[src/rtl/pll_srch_pkg.sv]
package pll_srch_pkg;

  typedef enum logic [2:0] {
    S_IDLE,
    S_FB,
    S_QUO,
    S_ACH,
    S_EVAL,
    S_FIN
  } srch_state_t;

  // True when floor(v / q) > t, i.e. v >= q * (t + 1); q is small (<= 31)
  function automatic logic needs_bump(input logic [63:0] q,
                                      input logic [63:0] t,
                                      input logic [63:0] v);
    return (q * (t + 64'd1)) <= v;
  endfunction

  function automatic logic [63:0] max3(input logic [63:0] x,
                                       input logic [63:0] y,
                                       input logic [63:0] z);
    logic [63:0] m;
    m = (x > y) ? x : y;
    return (m > z) ? m : z;
  endfunction

endpackage

[src/rtl/pll_srch_div.sv]
module pll_srch_div #(
  parameter int W = 40
) (
  input  logic         clk,
  input  logic         rst_n,
  input  logic         start,
  input  logic [W-1:0] dividend,
  input  logic [W-1:0] divisor,
  output logic         busy,
  output logic         done,
  output logic [W-1:0] quotient
);
  localparam int CW = $clog2(W + 1);

  logic [W-1:0]  quo_r;
  logic [W-1:0]  rem_r;
  logic [W-1:0]  dvs_r;
  logic [CW-1:0] cnt_r;
  logic [W:0]    shifted;
  logic          ge;
  logic [W:0]    diff;

  always_comb begin
    shifted = {rem_r, quo_r[W-1]};
    ge      = shifted >= {1'b0, dvs_r};
    diff    = shifted - {1'b0, dvs_r};
  end

  always_ff @(posedge clk or negedge rst_n) begin
    if (!rst_n) begin
      quo_r <= '0;
      rem_r <= '0;
      dvs_r <= '0;
      cnt_r <= '0;
      busy  <= 1'b0;
      done  <= 1'b0;
    end else begin
      done <= 1'b0;
      if (start) begin
        quo_r <= dividend;
        rem_r <= '0;
        dvs_r <= divisor;
        cnt_r <= CW'(W);
        busy  <= 1'b1;
      end else if (busy) begin
        rem_r <= ge ? diff[W-1:0] : shifted[W-1:0];
        quo_r <= {quo_r[W-2:0], ge};
        cnt_r <= cnt_r - 1'b1;
        if (cnt_r == CW'(1)) begin
          busy <= 1'b0;
          done <= 1'b1;
        end
      end
    end
  end

  assign quotient = quo_r;
endmodule

[src/rtl/pll_srch_best.sv]
module pll_srch_best #(
  parameter int FW         = 32,
  parameter int FBW        = 26,
  parameter int PDW        = 5,
  parameter int SW         = 33,
  parameter int SCORE_INIT = 32'h7FFFFFF
) (
  input  logic           clk,
  input  logic           rst_n,
  input  logic           clear,
  input  logic           cand_valid,
  input  logic [SW-1:0]  cand_score,
  input  logic [FBW-1:0] cand_fb,
  input  logic [PDW-1:0] cand_pa,
  input  logic [PDW-1:0] cand_pb,
  input  logic [FW-1:0]  cand_vco,
  output logic           accept,
  output logic           best_valid,
  output logic [SW-1:0]  best_score,
  output logic [FBW-1:0] best_fb,
  output logic [PDW-1:0] best_pa,
  output logic [PDW-1:0] best_pb,
  output logic [FW-1:0]  best_vco
);
  assign accept = cand_valid && (cand_score < best_score);

  always_ff @(posedge clk or negedge rst_n) begin
    if (!rst_n) begin
      best_valid <= 1'b0;
      best_score <= SW'(SCORE_INIT);
      best_fb    <= '0;
      best_pa    <= '0;
      best_pb    <= '0;
      best_vco   <= '0;
    end else if (clear) begin
      best_valid <= 1'b0;
      best_score <= SW'(SCORE_INIT);
      best_fb    <= '0;
      best_pa    <= '0;
      best_pb    <= '0;
      best_vco   <= '0;
    end else if (accept) begin
      best_valid <= 1'b1;
      best_score <= cand_score;
      best_fb    <= cand_fb;
      best_pa    <= cand_pa;
      best_pb    <= cand_pb;
      best_vco   <= cand_vco;
    end
  end
endmodule

[src/rtl/pll_div_search.sv]
module pll_div_search #(
  parameter int          FW         = 32,
  parameter int          DW         = 40,
  parameter int          FBW        = 26,
  parameter int          PDW        = 5,
  parameter int          VCO_MIN    = 50000,
  parameter int          VCO_MAX    = 160000,
  parameter int          VCO_STEP   = 500,
  parameter int          FB_MULT    = 43663,
  parameter logic [63:0] FB_LIMIT   = 64'h3FF_FFFF,
  parameter int          PD_MAX     = 30,
  parameter int          SCORE_INIT = 32'h7FFFFFF
) (
  input  logic           clk,
  input  logic           rst_n,
  input  logic           start,
  input  logic [FW-1:0]  ref_freq,
  input  logic [FW-1:0]  tgt_a,
  input  logic [FW-1:0]  tgt_b,
  output logic           busy,
  output logic           done,
  output logic           err,
  output logic [FBW-1:0] fb_div,
  output logic [PDW-1:0] pdiv_a,
  output logic [PDW-1:0] pdiv_b,
  output logic [FW-1:0]  vco_freq
);
  import pll_srch_pkg::*;

  localparam int SW = FW + 1;
  localparam int RW = PDW + 1;

  srch_state_t   state;
  logic          waiting;
  logic          sel_b;
  logic [FW-1:0] ref_r, ta_r, tb_r, vco_r;
  logic [FW-1:0] ach_a, ach_b;
  logic [FBW-1:0] fb_r;
  logic [PDW-1:0] pa_r, pb_r;
  logic [RW-1:0]  raw_r;

  logic          div_go, div_busy, div_done;
  logic [DW-1:0] div_dvd, div_dvs, div_q;

  // named internal events for the checker
  logic          go;
  logic          ev_fb_over, ev_pd_over, ev_eval, ev_zero, ev_accept, ev_top;
  logic [FW-1:0] cur_t;
  logic          bump;
  logic [RW-1:0] raw_w;
  logic [SW-1:0] score;
  logic [63:0]   vco0, vco_nxt;

  logic           best_valid;
  logic [SW-1:0]  best_score;
  logic [FBW-1:0] best_fb;
  logic [PDW-1:0] best_pa, best_pb;
  logic [FW-1:0]  best_vco;

  always_comb begin
    cur_t   = sel_b ? tb_r : ta_r;
    div_dvd = '0;
    div_dvs = '0;
    case (state)
      S_FB:  begin div_dvd = DW'(vco_r) * DW'(FB_MULT); div_dvs = DW'(ref_r); end
      S_QUO: begin div_dvd = DW'(vco_r); div_dvs = DW'(cur_t); end
      S_ACH: begin div_dvd = DW'(vco_r); div_dvs = DW'(raw_r); end
      default: ;
    endcase
    div_go  = (state == S_FB || state == S_QUO || state == S_ACH) && !waiting;
    go      = start && !busy;
    bump    = needs_bump(64'(div_q[RW-1:0]), 64'(cur_t), 64'(vco_r));
    raw_w   = div_q[RW-1:0] + RW'(bump);
    ev_fb_over = (state == S_FB) && waiting && div_done &&
                 ((64'(div_q) | 64'd1) > FB_LIMIT);
    ev_pd_over = (state == S_QUO) && waiting && div_done &&
                 ((div_q > DW'(PD_MAX)) || (raw_w > RW'(PD_MAX)));
    score   = (SW'(ta_r) - SW'(ach_a)) + (SW'(tb_r) - SW'(ach_b));
    ev_eval = (state == S_EVAL);
    ev_zero = ev_eval && (score == '0);
    vco0    = max3(64'(VCO_MIN), 64'(tgt_a), 64'(tgt_b));
    vco_nxt = 64'(vco_r) + 64'(VCO_STEP);
    ev_top  = vco_nxt > 64'(VCO_MAX);
  end

  pll_srch_div #(.W(DW)) u_div (
    .clk      (clk),
    .rst_n    (rst_n),
    .start    (div_go),
    .dividend (div_dvd),
    .divisor  (div_dvs),
    .busy     (div_busy),
    .done     (div_done),
    .quotient (div_q)
  );

  pll_srch_best #(
    .FW(FW), .FBW(FBW), .PDW(PDW), .SW(SW), .SCORE_INIT(SCORE_INIT)
  ) u_best (
    .clk        (clk),
    .rst_n      (rst_n),
    .clear      (go),
    .cand_valid (ev_eval),
    .cand_score (score),
    .cand_fb    (fb_r),
    .cand_pa    (pa_r),
    .cand_pb    (pb_r),
    .cand_vco   (vco_r),
    .accept     (ev_accept),
    .best_valid (best_valid),
    .best_score (best_score),
    .best_fb    (best_fb),
    .best_pa    (best_pa),
    .best_pb    (best_pb),
    .best_vco   (best_vco)
  );

  always_ff @(posedge clk or negedge rst_n) begin
    if (!rst_n) begin
      state    <= S_IDLE;
      waiting  <= 1'b0;
      sel_b    <= 1'b0;
      ref_r    <= '0;
      ta_r     <= '0;
      tb_r     <= '0;
      vco_r    <= '0;
      ach_a    <= '0;
      ach_b    <= '0;
      fb_r     <= '0;
      pa_r     <= '0;
      pb_r     <= '0;
      raw_r    <= '0;
      busy     <= 1'b0;
      done     <= 1'b0;
      err      <= 1'b0;
      fb_div   <= '0;
      pdiv_a   <= '0;
      pdiv_b   <= '0;
      vco_freq <= '0;
    end else begin
      done <= 1'b0;
      if (div_go) waiting <= 1'b1;
      case (state)
        S_IDLE: if (go) begin
          busy  <= 1'b1;
          ref_r <= ref_freq;
          ta_r  <= tgt_a;
          tb_r  <= tgt_b;
          vco_r <= FW'(vco0);
          state <= (vco0 > 64'(VCO_MAX)) ? S_FIN : S_FB;
        end
        S_FB: if (waiting && div_done) begin
          waiting <= 1'b0;
          fb_r    <= div_q[FBW-1:0] | FBW'(1);
          sel_b   <= 1'b0;
          state   <= ev_fb_over ? S_FIN : S_QUO;
        end
        S_QUO: if (waiting && div_done) begin
          waiting <= 1'b0;
          raw_r   <= raw_w;
          if (sel_b) pb_r <= PDW'(raw_w - RW'(1));
          else       pa_r <= PDW'(raw_w - RW'(1));
          state   <= ev_pd_over ? S_FIN : S_ACH;
        end
        S_ACH: if (waiting && div_done) begin
          waiting <= 1'b0;
          if (sel_b) begin
            ach_b <= div_q[FW-1:0];
            state <= S_EVAL;
          end else begin
            ach_a <= div_q[FW-1:0];
            sel_b <= 1'b1;
            state <= S_QUO;
          end
        end
        S_EVAL: begin
          vco_r <= FW'(vco_nxt);
          state <= (ev_zero || ev_top) ? S_FIN : S_FB;
        end
        S_FIN: begin
          busy     <= 1'b0;
          done     <= 1'b1;
          err      <= !best_valid;
          fb_div   <= best_fb;
          pdiv_a   <= best_pa;
          pdiv_b   <= best_pb;
          vco_freq <= best_vco;
          state    <= S_IDLE;
        end
        default: state <= S_IDLE;
      endcase
    end
  end
endmodule

[config.mk]
export PLATFORM = sky130hd
export DESIGN_NAME = pll_div_search
export DESIGN_NICKNAME = d
export VERILOG_FILES = /design/src/rtl/pll_srch_pkg.sv /design/src/rtl/pll_srch_div.sv /design/src/rtl/pll_srch_best.sv /design/src/rtl/pll_div_search.sv
export SDC_FILE = /design/constraint.sdc
export NUM_CORES = 2
export LEC_CHECK = 0
export ABC_AREA = 1
export BUFFER_PORTS_ARGS = -buffer_cell sky130_fd_sc_hd__buf_2
export CORE_UTILIZATION = 35
export CTS_BUF_LIST = sky130_fd_sc_hd__clkbuf_4 sky130_fd_sc_hd__clkbuf_8
export DETAILED_ROUTE_END_ITERATION = 10
export SYNTH_ARGS = -nofsm -noshare
export SYNTH_HDL_FRONTEND = slang
export SYNTH_HIERARCHICAL = 1
export SYNTH_SLANG_ARGS = --single-unit
[constraint.sdc]
create_clock -name clk -period 23 [get_ports clk]
set_input_delay 3.45 -clock clk [delete_from_list [all_inputs] [get_ports clk]]
set_output_delay 3.45 -clock clk [all_outputs]
set_load 0.01 [all_outputs]
# Yosys cells after proc, flatten, opt, wreduce, memory -nomap -nowiden

Cells that the tools add are included.

Register bits: 540
Input bits: 99
Output and inout port bits: 71
Word-level logic and storage cells: 153

Add/sub/neg operators: 9
$mul: 2
Magnitude comparators: 10
Equal/unequal tests: 10
Multiplexer cells: 51
Bitwise gates (word level): 1
Reductions and logical operators: 38

Operators by type and width:

| operator                                             | number |
|---|---|
| two-way mux 40 bit                                   | 5 |
| two-way mux 32 bit                                   | 6 |
| one-hot mux 32 bit (3 select lines)                  | 1 |
| one-hot mux 40 bit (2 select lines)                  | 1 |
| two-way mux 33 bit                                   | 2 |
| subtractor 32 x 32 -> 33 bit                         | 2 |
| one-hot mux 32 bit (2 select lines)                  | 1 |
| two-way mux 26 bit                                   | 2 |
| >= comparator 41 x 40 -> 1 bit                       | 1 |
| > comparator 40 x 26 -> 1 bit, second input constant | 1 |
| > comparator 40 x 5 -> 1 bit, second input constant  | 1 |
| multiplier 32 x 16 -> 40 bit, second input constant  | 1 |
| subtractor 40 bit                                    | 1 |
| less-or-equal comparator 39 x 32 -> 1 bit            | 1 |
| multiplier 6 x 33 -> 39 bit                          | 1 |
| adder 32 x 1 -> 33 bit, second input constant        | 1 |
| adder 32 x 9 -> 33 bit, second input constant        | 1 |
| adder 33 bit                                         | 1 |
| > comparator 33 x 18 -> 1 bit, second input constant | 1 |
| logical NOT 33 bit                                   | 1 |
| < comparator 33 bit                                  | 1 |
| > comparator 16 x 32 -> 1 bit, first input constant  | 1 |
| > comparator 32 x 18 -> 1 bit, second input constant | 1 |
| > comparator 32 bit                                  | 1 |
| other kinds (27)                                     | 85 |

# Depth between registers and ports, before layout

Depth after elaboration: 11
Depth in mapped cells: 60

# Modules after synthesis

The synthesis kept the hierarchy.

By module, submodules not included:

| module         | times used | cells an instance | area each (µm²) | seq. area each (µm²) |
|---|---|---|---|---|
| pll_div_search | 1          | 4581              | 35257.6         | 7757.4 |
| pll_srch_div   | 1          | 1324              | 8873.5          | 3203.1 |
| pll_srch_best  | 1          | 653               | 5434.0          | 2586.2 |

# Worst setup path before layout

Ideal clock, no wire load.

Kind: register to register
Start point: reg sel_b
End point: reg state[2]
Setup time: 0.129 ns
Data arrival time: 7.957 ns
Required time: 22.871 ns
Slack: 14.915 ns
Cell stages (with the launch flop): 55
Clock period less this slack: 8.085 ns
Cells stage by stage: dfrtp_1 buf_6 clkinv_2 buf_6 nand2_1 and2_4 buf_6 inv_1 ha_1 nand2_2 nor2_2 nand2_2 nor2_2 nand2_2 nor2_4 nand2_2 nor2_4 inv_1 (+19 left out) a21oi_1 a2111oi_0 nand2_1 a21oi_1 nor2_1 nor2_1 nand2_1 nor2_1 ha_1 ha_1 xnor2_1 nor4_1 nand2_1 nand4_1 o31ai_1 o211ai_1 a21oi_1 a21oi_1

Cells in the longest elaborated chain, start to end: 11
Elaborated cells on any way between the ends: 13
Those cells by class: add/sub (2); mul (1); order compare (2); mux (6); reduce/logical (2)

RTL lines:

| element                                   | RTL line              | source |
|---|---|---|
| start, declared                           | pll_div_search.sv:35  | `logic sel_b;` |
| start signal, assigned                    | pll_div_search.sv:122 | `sel_b <= 1'b0;` |
| start signal, assigned                    | pll_div_search.sv:155 | `sel_b <= 1'b0;` |
| start signal, assigned                    | pll_div_search.sv:172 | `sel_b <= 1'b1;` |
| two-way mux 32 bit                        | pll_div_search.sv:61  | `cur_t = sel_b ? tb_r : ta_r;` |
| adder 32 x 1 -> 33 bit                    | pll_srch_pkg.sv:16    | `return (q * (t + 64'd1)) <= v;` |
| multiplier 6 x 33 -> 39 bit               | pll_srch_pkg.sv:16    |  |
| less-or-equal comparator 39 x 32 -> 1 bit | pll_srch_pkg.sv:16    |  |
| adder 6 x 1 -> 6 bit                      | pll_div_search.sv:73  | `raw_w = div_q[RW-1:0] + RW'(bump);` |
| > comparator 6 x 5 -> 1 bit               | pll_div_search.sv:77  | `((div_q > DW'(PD_MAX)) \|\| (raw_w > RW'(PD_MAX)));` |
| logical OR 1 bit                          | pll_div_search.sv:77  |  |
| logical AND 1 bit                         | pll_div_search.sv:76  | `ev_pd_over = (state == S_QUO) && waiting && div_done &&` |
| two-way mux 3 bit                         | pll_div_search.sv:163 | `state <= ev_pd_over ? S_FIN : S_ACH;` |
| two-way mux 3 bit                         | pll_div_search.sv:158 | `S_QUO: if (waiting && div_done) begin` |
| one-hot mux 3 bit (5 select lines) *      | pll_div_search.sv:143 | `case (state)` |
| end signal, assigned                      | pll_div_search.sv:150 | `state <= (vco0 > 64'(VCO_MAX)) ? S_FIN : S_FB;` |
| end signal, assigned                      | pll_div_search.sv:156 | `state <= ev_fb_over ? S_FIN : S_QUO;` |
| end signal, assigned                      | pll_div_search.sv:163 |  |
| end, declared                             | pll_div_search.sv:33  | `srch_state_t state;` |

Every way passes the cells marked *; elsewhere a longest branch is shown, timed or not. The select of a mux whose other input is x is not followed.
A chain may end at the register's enable or synchronous reset.

# Final worst setup path

Ends and elaborated chain as after synthesis.

==> flow_summary.ini <==
[route]
drt-initial-drc-count = 3955
avgViaCountPerCell = 5.07
wl_um = 171000
ant_nets = 0
drc_errors = 0
wl_per_cell_um = 19.8
firstDrtPassIters = 5
vias = 43800

[sta]
fin_crit_sh = 0.469
setup_viol = 0
relSlewSlack = 0.0943
min_period_ns = 10.78
whs_ns = 0.465
tightestPinTransition_ns = 1.32
fin_ws_ns = 12.22
fin_tns_setup_ns = 0
rsz0062_at_grt = no
maxSlewViolCount = 0
fmax_mhz = 92.8
fin_skew_ns = 0.0589
finalHoldViolCount = 0

[clock_network]
clk_latency_ns = 0.85
numCtsBuffers = 99
clockBufferDepth = 3
cts_tree = built
cts.clk_slew.worst_paths_ns = 0.07
cts.repair.resized = 0
cts_hold_buf = 0
post-cts-setup-buffers = 0
cts_root_buffer = clkbuf_8
clock_sinks = 540
h-tree-depth = 3

[cells_and_area]
fin_area_mm2 = 0.0547
area_growth_pct = 10.4
drive_above_1_share = 0.0831
final_nets = 7573
fillerInstances = 14700

[power_and_ir_drop]
leakagePower_nw = 29.5
p_per_area_mw_per_mm2 = 79.8
finalPower_mw = 4.37
ir_drop_v = 0.0000728

[worst_setup_path]
cp_slowest_cell = a2111oi_0
endpoint_kind = flip-flop
required_ns = 23.71
cp-start-kind = flip-flop
critPathMaxStageDelay_ns = 0.72
crit_arrival_ns = 11.49
crit_fanout = 37
crit_type = flip-flop to flip-flop
cp_common_cell = nand2_1

[die]
chipHeight_um = 378
ios = 170
num_rows = 137
fp.dieW_um = 378
dieArea_mm2 = 0.143
initial_core_util = 0.354
core_area_mm2 = 0.140

[global_routing]
track_usage = 0.240
grt_pass1_vias = 43500
grt_pass1_wl_um = 262000
overflow = 0
antenna_found_initial = 11
grt_start_max_net_pins = 163

[synthesis]
synth_cells = 6557
netlist_area_mm2 = 0.0496
avgSynthCellArea_um2 = 7.56
synth_warnings = 6

[placement]
post-place-ws_ns = 12.47
post-dp-hpwl_um = 135000
portBuffers = 169
placed_cell_area_mm2 = 0.0524
place_congestion = 0.975

[status]
outcome = completed

[flow_run]
maxCapViolCount = 0

[hold_path]
min_path_type = flip-flop to flip-flop
## where the power goes
part / internal (mW) / total (mW) / switching [mW]
clock network: 0.601 / 1.08 / 0.474
logic: 0.772 / 2.22 / 1.44
registers: 1.02 / 1.07 / 0.0516
## critical path: cells and delay by family (launching register included)
kind | cells | cell delay, ns
AO/OA/AOI/OAI | 11 | 2.82
adder cells (fa/ha/maj) | 7 | 2.76
AND/OR/NAND/NOR | 21 | 2.44
buffers and inverters | 7 | 1.28
XOR/XNOR | 3 | 1.01
flip-flops | 1 | 0.32
## state kept, by name, indices dropped and copies added, names as in the netlist, 26 cells and up
signal / count
ref_r: 32
vco_freq: 32
u_div/dvs_r: 40
u_best/best_vco: 32
fb_r: 26
u_best/best_fb: 26
tb_r: 32
u_div/quotient: 40
ta_r: 32
vco_r: 32
u_div/rem_r: 40
fb_div: 26
u_best/best_score: 33
ach_b: 32
ach_a: 32
## final cells by class
cell class                 count  area, um^2  area share
sequential                   540       13500       0.248
multi-input combinational   4647       30700       0.562
inverter                    1159        4360      0.0796
antenna                        4        10.0    0.000183
clock inverter                26         358     0.00654
clock buffer                 155        1970      0.0360
tap                         1876        2350      0.0429
timing repair buffer         238        1390      0.0253
## cell usage in the layout, fill, tap and decap left out, types with 15 or more instances in the layout
cell / count
nor2_2: 15
nor4_1: 23
xor2_1: 76
nand2_2: 19
clkbuf_8: 129
ha_1: 412
a21oi_1: 213
o221ai_1: 66
inv_1: 1142
fa_1: 377
xnor2_1: 60
nor3_1: 35
nand2_1: 1826
nor2_1: 477
buf_2: 168
nand3_1: 317
dfstp_2: 27
dfrtp_1: 513
or2_2: 37
clkbuf_4: 26
o22ai_1: 22
o21ai_0: 366
buf_4: 68
nand4_1: 116
o21ai_1: 22
## per-stage QoR
| step | instances | utilization |
|---|---|---|
| floorplan | 6564 | - |
| CTS | 8641 | 0.391 |
| global route | 8644 | 0.391 |
| global placement | 8460 | 0.374 |
| finish | 8645 | 0.391 |
| detailed placement | 8460 | 0.374 |
## per-layer routing
layer	vias to the layer above	GRT usage	part of all wire
li1	20800	-	-
met1	21300	0.334	0.46
met2	1426	0.379	0.45
met3	267	0.0410	0.068
met4	8	0.0765	0.030
met5	-	0	0.00027
## path summary, 6_finish.rpt
kind | slack (ns) | cells past startpoint | to | start
setup / recovery | 12.22 | 49 | state[2] | sel_b
hold / removal | 0.47 | 2 | fb_div[17] | fb_div[17]
setup reg to reg | 12.22 | 49 | state[2] | sel_b
hold reg to reg | 0.47 | 2 | fb_div[17] | fb_div[17]
max in group asynchronous | 16.67 | 5 | u_best/best_vco[11] | rst_n
min in group asynchronous | 2.68 | 1 | u_div/rem_r[26] | rst_n
No activity file was read; power rests on OpenSTA's default activity.
